==> src/rtl/cop_pkg.sv <==
package cop_pkg;

  typedef enum logic [1:0] {
    MODE_RUN  = 2'd0,
    MODE_WAIT = 2'd1,
    MODE_HALT = 2'd2,
    MODE_STOP = 2'd3
  } cpu_mode_e;

  // strobes from control to counter datapath
  typedef struct packed {
    logic zero;     // force every stage to 0
    logic advance;  // count one tick
  } cop_strobe_t;

endpackage

==> src/rtl/cop_wr_decode.sv <==
module cop_wr_decode #(
  parameter int ADDR_W = 16,
  parameter logic [ADDR_W-1:0] CLEAR_ADDR = 16'h03F0
) (
  input  logic              wrEn,
  input  logic [ADDR_W-1:0] wrAddr,
  input  logic              clrBit,
  output logic              clrHit
);

  logic addrMatch;

  always_comb begin
    addrMatch = (wrAddr == CLEAR_ADDR);
    // only a zero in the clear bit restarts the watchdog
    clrHit    = wrEn && addrMatch && !clrBit;
  end

endmodule

==> src/rtl/cop_ctrl.sv <==
module cop_ctrl
  import cop_pkg::*;
(
  input  logic        tick,
  input  logic        clrHit,
  input  logic [1:0]  cpuMode,
  input  logic        strapStopAsHalt,
  input  logic        strapDisable,
  input  logic        hvDetect,
  output cop_strobe_t strobe
);

  cpu_mode_e mode;
  logic      stopped;
  logic      offLine;

  always_comb begin
    mode    = cpu_mode_e'(cpuMode);
    stopped = (mode == MODE_STOP) && !strapStopAsHalt;
    offLine = strapDisable || hvDetect;
  end

  // clear dominates any tick in the same cycle
  always_comb begin
    strobe.zero    = offLine || stopped || clrHit;
    strobe.advance = tick && !strobe.zero;
  end

endmodule

==> src/rtl/cop_datapath.sv <==
module cop_datapath
  import cop_pkg::*;
#(
  parameter int STAGES = 3
) (
  input  logic        clk,
  input  logic        rstN,
  input  cop_strobe_t strobe,
  output logic        rstReq
);

  logic [STAGES-1:0] stageQ;
  logic [STAGES:0]   carry;

  assign carry[0] = strobe.advance;

  // one toggle stage per bit, rippling the carry upward
  for (genvar i = 0; i < STAGES; i++) begin : g_stage
    assign carry[i+1] = carry[i] && stageQ[i];

    always_ff @(posedge clk) begin
      if (!rstN || strobe.zero) begin
        stageQ[i] <= 1'b0;
      end else if (carry[i]) begin
        stageQ[i] <= ~stageQ[i];
      end
    end
  end

  // carry out of the last stage marks the wrap
  always_ff @(posedge clk) begin
    if (!rstN) begin
      rstReq <= 1'b0;
    end else begin
      rstReq <= carry[STAGES];
    end
  end

endmodule

==> src/rtl/cop_guard.sv <==
module cop_guard
  import cop_pkg::*;
#(
  parameter int ADDR_W = 16,
  parameter int DATA_W = 8,
  parameter int STAGES = 3,
  parameter logic [ADDR_W-1:0] CLEAR_ADDR = 16'h03F0
) (
  input  logic              clk,
  input  logic              rstN,
  input  logic              tick,
  input  logic              wrEn,
  input  logic [ADDR_W-1:0] wrAddr,
  input  logic [DATA_W-1:0] wrData,
  input  logic [1:0]        cpuMode,
  input  logic              strapStopAsHalt,
  input  logic              strapDisable,
  input  logic              hvDetect,
  output logic              rstReq
);

  cop_strobe_t strobe;
  logic        clrHit;
  logic        unusedDataBits;

  // upper data bits carry no meaning for this block
  assign unusedDataBits = &{1'b0, wrData[DATA_W-1:1]};

  cop_wr_decode #(
    .ADDR_W    (ADDR_W),
    .CLEAR_ADDR(CLEAR_ADDR)
  ) u_dec (
    .wrEn  (wrEn),
    .wrAddr(wrAddr),
    .clrBit(wrData[0]),
    .clrHit(clrHit)
  );

  cop_ctrl u_ctrl (
    .tick           (tick),
    .clrHit         (clrHit),
    .cpuMode        (cpuMode),
    .strapStopAsHalt(strapStopAsHalt),
    .strapDisable   (strapDisable),
    .hvDetect       (hvDetect),
    .strobe         (strobe)
  );

  cop_datapath #(
    .STAGES(STAGES)
  ) u_dp (
    .clk   (clk),
    .rstN  (rstN),
    .strobe(strobe),
    .rstReq(rstReq)
  );

endmodule

==> config.mk <==
export PLATFORM = sky130hd
export DESIGN_NAME = cop_guard
export DESIGN_NICKNAME = d
export VERILOG_FILES = /design/src/rtl/cop_pkg.sv /design/src/rtl/cop_wr_decode.sv /design/src/rtl/cop_ctrl.sv /design/src/rtl/cop_datapath.sv /design/src/rtl/cop_guard.sv
export SDC_FILE = /design/constraint.sdc
export NUM_CORES = 1
export LEC_CHECK = 0
export ABC_CLOCK_PERIOD_IN_PS = 2900
export BUFFER_PORTS_ARGS = -buffer_cell sky130_fd_sc_hd__buf_2
export CAP_MARGIN = 20
export CORE_AREA = 2 2 39 41
export DETAILED_ROUTE_END_ITERATION = 16
export DIE_AREA = 0 0 41 43
export GPL_ROUTABILITY_DRIVEN = 0
export GPL_TIMING_DRIVEN = 0
export SETUP_SLACK_MARGIN = 0.02
export SLEW_MARGIN = 20
export SYNTH_ARGS = -nofsm -noshare
export SYNTH_HDL_FRONTEND = slang
export SYNTH_SLANG_ARGS = --single-unit
==> constraint.sdc <==
create_clock -name clk -period 2.9 [get_ports clk]
set_input_delay 0.145 -clock clk [delete_from_list [all_inputs] [get_ports clk]]
set_output_delay 0.145 -clock clk [all_outputs]
set_load 0.01 [all_outputs]
==> reports/results.ini, run 1 <==
[logic_synthesis]
synth_top_area_share=0.317
netlist_top_cells_area=dfxtp_1 (32%), a211oi_1 (12%), nand4b_4 (9.4%)
avgSynthCellArea_um2=11.0
synth-main-ff-cell=dfxtp_1
synth_area_um2=253
ys_ff_latch=4
synthArstFlopShare=0
synthCells=23
seq_area_frac_synth=0.317
synth_top_area_cell=dfxtp_1
synth_cell_types=15
ys_warn_count=0
synth_nets=56
synth.top_cells.by_count=a211oi_1 (4), dfxtp_1 (4), nand2_1 (2), xor2_1 (2)
synth_edf_count=0

[sta]
relSlewSlack=0.622
setup_ws_ps=1800
worstMarginPinSlew_ps=561
setup_viol=0
fmax_mhz=908
finalSetupTns_ps=0
hold_viol=0
rsz0062_at_grt=false
final.period_utilization=0.380
finClkSkew_ps=0.454
min_period_ps=1100
final-max-slew-violation-count=0

[floorplanning]
die_area_um2=1760
coreArea_um2=1380
rows=14
start_util=0.183
die-width_um=41
die_y_um=43
ios=34

[clock_network]
cts.sinks=4
cts_buffers=3
clkTransAtPathRegs_ps=30
clock_latency_ps=230
cts_resized=0
cts_tree=built
clockRootBuffer=clkbuf_4
cts_hold_buffers=0
cts_setup_buffers=0
clockBufferDepth=2
htreeDepth=1

[worst_setup_path]
end_kind=flip-flop
critPathKind=in2reg
crit_chain=buf_2 -> or4b_4 -> nor4_4 -> a211oi_1
reg2reg_to=u_dp.stageQ[2]
rr_worst_depth=3
crit_slowest_cell=or4b_4
slowest_delay_ps=530
worstPathMaxFanout=4
r2r_slack_ps=2060
required_ps=2980
crit_buf_inv=1
critPathTopFamily=simple AND/OR/NAND/NOR gates
rr_startpoint=u_dp.stageQ[0]
crit_path_start_kind=input pin
crit_arrival_ps=1180

[global_route]
antenna_found_initial=0
top_usage_layer=met4
grt_util_met1=0.0737
grt_max_degree=5
grt_pass1_wl_um=793
grt_usage=0.0742
use_met2=0.0938
grt_pass1_vias=249
grt_use_met3=0.0314
overflow=0

[finish]
postLayoutCellArea_um2=425
fin_util=0.307
regArea_um2=80.1
fill_cells=147
drive_gt1_frac=0.635
multi_input_area_um2=173
area_growth_pct=68.3
nets=87
antenna_cells=0

[pwr]
switching_share=0.201
p_int_uw=118
clockPowerShare=0.444
combPwrFrac=0.175
power.switching_uw=29.8
fin_total_pwr_uw=148
pwr_density_cell_nw_per_um2=348
peakVddDrop_uv=104
p_leak_nw=0.204
pwr-share-seq=0.381

[detailed_routing]
wl_per_cell_um=8.21
vias_per_cell=4.31
ant_nets=0
first_pass_iters=1
dr.first_iter.drc_count=0
drc=0
num_vias=293
wirelength_um=558

[place]
preCtsSetupSlack_ps=1540
placed_cell_area_um2=403
portBuffers=26
post-dp-hpwl_um=510

[flow_run]
cap_violations=0

[status]
status=completed

[min_path]
hp-class=in2reg
hold_depth=3
min-delay-start=tick
min_to=u_dp.rstReq

[layer usage]
metal  part of all wire  vias up  wire length [µm]
li1                   -      150                 -
met1               0.34      121               190
met2               0.49       22               276
met3               0.16        0                91
met4                  0        0                 0
met5                  0        -                 0
[state kept, by name, indices dropped and copies added, names as in the netlist]
signal / flops
u_dp.stageQ: 3
u_dp.rstReq: 1
[tightest hold or removal path, stage by stage]
cell and delay, ps:
buf_2 120, nand4_1 90, a211oi_1 50
[logic make-up (layout without fill, tap and decap cells)]
family                 Yosys count  count (layout)  synth area share
AO/OA/AOI/OAI                    5               5             0.149
flip-flops                       4               4             0.317
XOR/XNOR                         3               3             0.104
buffers and inverters            0              29                 0
AND/OR/NAND/NOR                 11              11             0.431
[how the worst max path moves through the flow]
stage	slack [ps]	cells past startpoint	to	start
floorplan	1710	3	u_dp.rstReq	wrAddr[11]
global placement	1560	4	u_dp.rstReq	wrAddr[11]
detailed placement	1540	4	u_dp.rstReq	wrAddr[11]
CTS	1790	4	u_dp.rstReq	wrAddr[11]
global route	1720	4	u_dp.stageQ[1]	wrAddr[11]
finish	1800	4	u_dp.rstReq	wrAddr[11]
[metrics by stage]
step,std cells,hold slack [ps]
2_1_floorplan,23,304
3_3_place_gp,65,475
3_5_place_dp,65,467
4_1_cts,68,226
5_1_grt,68,232
6_report,68,232
[power by group through the flow]
stage | clock network [mW] | logic, mW | registers, mW
floorplan | 0 | 0.00740 | 0.0570
global placement | 0 | 0.0258 | 0.0571
detailed placement | 0 | 0.0262 | 0.0571
CTS | 0.0693 | 0.0263 | 0.0563
global route | 0.0709 | 0.0285 | 0.0563
finish | 0.0657 | 0.0259 | 0.0563
[layout make-up]
type / instances / share of cell area
well taps: 16 / 0.0471
repair buffers: 26 / 0.306
multi-input cells: 19 / 0.406
flip-flops and latches: 4 / 0.188
clock buffers: 3 / 0.0529
[placed cells by master, fill, tap and decap left out, drive strengths merged]
master | netlist | routed
nand2 | 3 | 3
or4b | 2 | 2
buf | 0 | 26
o211ai | 1 | 1
clkbuf | 0 | 3
nand4 | 1 | 1
nand3 | 1 | 1
xor2 | 2 | 2
nor2 | 1 | 1
dfxtp | 4 | 4
nand4b | 1 | 1
nor4 | 2 | 2
a211oi | 4 | 4
xnor2 | 1 | 1
No activity file was read; power rests on OpenSTA's default activity.
==> run 2: changes to the inputs <==
Settings changed: ABC_CLOCK_PERIOD_IN_PS 2900 to 1100.
Clock period 2.9 ns to 1.1 ns, I/O delays scaled along.
==> run 2 against run 1 <==
Clock-buffer cell count unchanged. Non-clock buffer count unchanged. Largest cell class unchanged. Sequential power increased to 2.6 times the previous value. Critical path depth unchanged. Sequential share of layout area unchanged. Critical endpoint unchanged. Via count increased by 4.4%. Worst setup slack got worse by 1700 ps. Combinational power increased to 2.7 times the previous value. Largest power group unchanged.
==> reports/results.ini, run 2 (synthesized netlist as in run 1, its figures left out) <==
[status]
status=completed

[worst_setup_path]
crit_slowest_cell=or4b_4
worstPathMaxFanout=4
end_kind=flip-flop
required_ps=1180
crit_path_start_kind=input pin
crit_chain=buf_2 -> or4b_4 -> nor4_4 -> a211oi_1
crit_arrival_ps=1100
critPathKind=in2reg
slowest_delay_ps=540

[sta]
hold_viol=0
fmax_mhz=985
worstMarginPinSlew_ps=574
finClkSkew_ps=2.55
final-max-slew-violation-count=0
final.period_utilization=0.923
whs_ps=133
min_period_ps=1020
setup_viol=0
rsz0062_at_grt=true
relSlewSlack=0.614

[finish]
final_cells=68
multi_input_area_um2=173
fin_util=0.307
nets=87
antenna_cells=0
area_growth_pct=68.3
final_common_cell=buf_2
reg_top3=u_dp.stageQ x3, u_dp.rstReq x1
postLayoutCellArea_um2=425
largest_reg_flops=3
top_register=u_dp.stageQ
fill_cells=148
drive_gt1_frac=0.635
regArea_um2=80.1
mostFrequentLayoutCells=buf_2 (26), a211oi_1 (4), dfxtp_1 (4)

[clock_network]
clockRootBuffer=clkbuf_4
clock_latency_ps=230
htreeDepth=1
clkTransAtPathRegs_ps=40
cts_buffers=3
cts_tree=built
cts_hold_buffers=0
cts.sinks=4
clockBufferDepth=2

[floorplanning]
die-width_um=41
coreArea_um2=1380
die_area_um2=1760
ios=34
die_y_um=43
start_util=0.183
rows=14

[detailed_routing]
dr.first_iter.drc_count=1
drc=0
num_vias=306
wl_per_cell_um=8.35
wirelength_um=568
ant_nets=0
first_pass_iters=2
vias_per_cell=4.50

[pwr]
fin_total_pwr_uw=394
power.switching_uw=82.5
clockPowerShare=0.449
p_int_uw=311
peakVddDrop_uv=343
p_leak_nw=0.204
pwr_density_cell_nw_per_um2=926
pwr-share-seq=0.377
switching_share=0.209
combPwrFrac=0.175

[flow_run]
cap_violations=0

[global_route]
grt_usage=0.0884
overflow=0
antenna_found_initial=0
grt_max_degree=5
grt_pass1_wl_um=938
grt_pass1_vias=262

[place]
portBuffers=26
placed_cell_area_um2=403
dp_cells=65

[min_path]
hp-class=in2reg

run 2: per-layer routing:
| metal | part of all wire | up-vias | track usage |
|---|---|---|---|
| li1 | - | 150 | - |
| met1 | 0.35 | 129 | 0.0868 |
| met2 | 0.48 | 25 | 0.116 |
| met3 | 0.14 | 2 | 0.0314 |
| met4 | 0.021 | 0 | 0.120 |
| met5 | 0 | - | 0 |
run 2: power groups by stage:
stage,Combinational [mW],Sequential [mW],Clock [mW]
after floorplan,0.0195,0.150,0
after global placement,0.0681,0.150,0
after detailed placement,0.0695,0.151,0
after CTS,0.0696,0.148,0.188
after global routing,0.0757,0.148,0.201
final,0.0688,0.148,0.177
run 2: what timing repair did:
item	CTS	global route
gates resized for setup	0	0
endpoints found under the setup margin	0	1
buffers inserted	0	0
run 2: cell type report:
type | count | share of cell area
clock buffers | 3 | 0.0529
well taps | 16 | 0.0471
flip-flops and latches | 4 | 0.188
multi-input cells | 19 | 0.406
repair buffers | 26 | 0.306
run 2: through the flow:
stage,worst slack (ps),setup TNS [ps]
floorplan,-2.93,-11.7
global placement,-154,-597
detailed placement,-170,-652
CTS,76.1,0
global route,19.4,0
finish,84.3,0
run 2: worst paths after layout:
path / start / end / slack (ps) / cells after the start
setup / recovery: wrAddr[11] / u_dp.rstReq / 80 / 4
setup reg to reg: u_dp.stageQ[0] / u_dp.stageQ[2] / 240 / 3
hold / removal: tick / u_dp.rstReq / 130 / 3
hold reg to reg: u_dp.stageQ[2] / u_dp.rstReq / 490 / 2
run 2: worst max-delay path, delay by kind of cell:
| kind | cells | cell delay (ps) |
|---|---|---|
| buf+inv | 1 | 90 |
| compound gates | 1 | 120 |
| simple gates | 2 | 830 |
==> run 3: changes to the inputs <==
Settings changed: REMOVE_ABC_BUFFERS set to 1.
==> run 3 against run 2 <==
Via count decreased by 4.2%. Worst setup slack better by 3.8 ps. Wire length is 1.8% lower. Final area is the same. Maximum frequency is 0.37% higher. Non-clock buffer count is the same. Die area is the same. Combinational power fell by 0.7%. Flip-flop and latch count is the same. Register-to-register slack better by 20 ps. Sequential share of layout area unchanged. Clock skew down 2.1 ps. Critical path type unchanged. Highest routed layer is now met3.
==> reports/results.ini, run 3 (synthesized netlist as in run 1, its figures left out) <==
[sta]
setup_viol=0
min_period_ps=1010
final-max-slew-violation-count=0
whs_ps=142
hold_viol=0
finClkSkew_ps=0.454
final.period_utilization=0.920
rsz0062_at_grt=true
relSlewSlack=0.622
worstMarginPinSlew_ps=561
fmax_mhz=988

[place]
portBuffers=26
post-dp-hpwl_um=510

[detailed_routing]
drc=0
ant_nets=0
first_pass_iters=1
num_vias=293
wirelength_um=558
wl_per_cell_um=8.21
vias_per_cell=4.31
dr.first_iter.drc_count=0

[finish]
top_register=u_dp.stageQ
mostFrequentLayoutCells=buf_2 (26), a211oi_1 (4), dfxtp_1 (4)
antenna_cells=0
reg_top3=u_dp.stageQ x3, u_dp.rstReq x1
area_growth_pct=68.3
multi_input_area_um2=173
nets=87
largest_reg_flops=3
fill_cells=147
drive_gt1_frac=0.635
regArea_um2=80.1
final_common_cell=buf_2

[clock_network]
cts_resized=0
cts_tree=built
cts_buffers=3
clockRootBuffer=clkbuf_4
cts_setup_buffers=0
clkTransAtPathRegs_ps=30
clockBufferDepth=2
cts.sinks=4
clock_latency_ps=230
htreeDepth=1
cts_hold_buffers=0

[min_path]
hold_depth=3
min-delay-start=tick
min_to=u_dp.rstReq
hp-class=in2reg

[worst_setup_path]
rr_worst_depth=3
crit_chain=buf_2 -> or4b_4 -> nor4_4 -> a211oi_1
crit_arrival_ps=1090
reg2reg_to=u_dp.stageQ[2]
crit_path_start_kind=input pin
r2r_slack_ps=260
rr_startpoint=u_dp.stageQ[0]
crit_buf_inv=1
slowest_delay_ps=530
end_kind=flip-flop
critPathKind=in2reg
critPathTopFamily=simple AND/OR/NAND/NOR gates
crit_slowest_cell=or4b_4
worstPathMaxFanout=4
required_ps=1180

[pwr]
pwr_density_cell_nw_per_um2=916
p_leak_nw=0.204
peakVddDrop_uv=273
fin_total_pwr_uw=390

[status]
status=completed

[floorplanning]
die_y_um=43
die-width_um=41
coreArea_um2=1380
start_util=0.183
rows=14
die_area_um2=1760
ios=34

[global_route]
antenna_found_initial=0
grt_max_degree=5
grt_pass1_wl_um=793
grt_usage=0.0742
grt_pass1_vias=249
overflow=0

[flow_run]
cap_violations=0

run 3: worst max path at each step:
stage,from,end,slack (ps),depth (start not counted)
finish,wrAddr[11],u_dp.rstReq,90,4
global route,wrAddr[11],u_dp.stageQ[1],10,4
CTS,wrAddr[11],u_dp.rstReq,80,4
detailed placement,wrAddr[11],u_dp.rstReq,-170,4
global placement,wrAddr[11],u_dp.rstReq,-150,4
floorplan,wrAddr[11],u_dp.rstReq,-3,3
run 3: metrics by stage:
step / setup WS [ps] / utilization / instance area (µm²) / setup TNS (ps) / std cells
final: 88.1 / 0.307 / 425 / 0 / 68
after global routing: 10.1 / 0.307 / 425 / 0 / 68
after CTS: 75.9 / 0.307 / 425 / 0 / 68
after detailed placement: -167 / 0.291 / 403 / -633 / 65
after global placement: -151 / 0.291 / 403 / -581 / 65
after floorplan: -2.93 / - / 253 / -11.7 / 23
run 3: worst min-delay path, stage by stage:
cell	delay [ps]
buf_2	120
nand4_1	90
a211oi_1	50
run 3: area by class of cell:
cell class              instances  share of cell area
well taps                      16              0.0471
clock buffers                   3              0.0529
flip-flops and latches          4               0.188
multi-input cells              19               0.406
repair buffers                 26               0.306
run 3: power by group:
part | internal (mW) | switching [mW] | total, mW
Clock | 0.121 | 0.0517 | 0.173
Combinational | 0.0426 | 0.0256 | 0.0683
Sequential | 0.147 | 0.00118 | 0.148
run 3: routing by layer:
metal / GRT usage / wire [µm]
met5: 0 / 0
met4: 0.100 / 0
met3: 0.0314 / 91
met2: 0.0938 / 276
met1: 0.0737 / 190
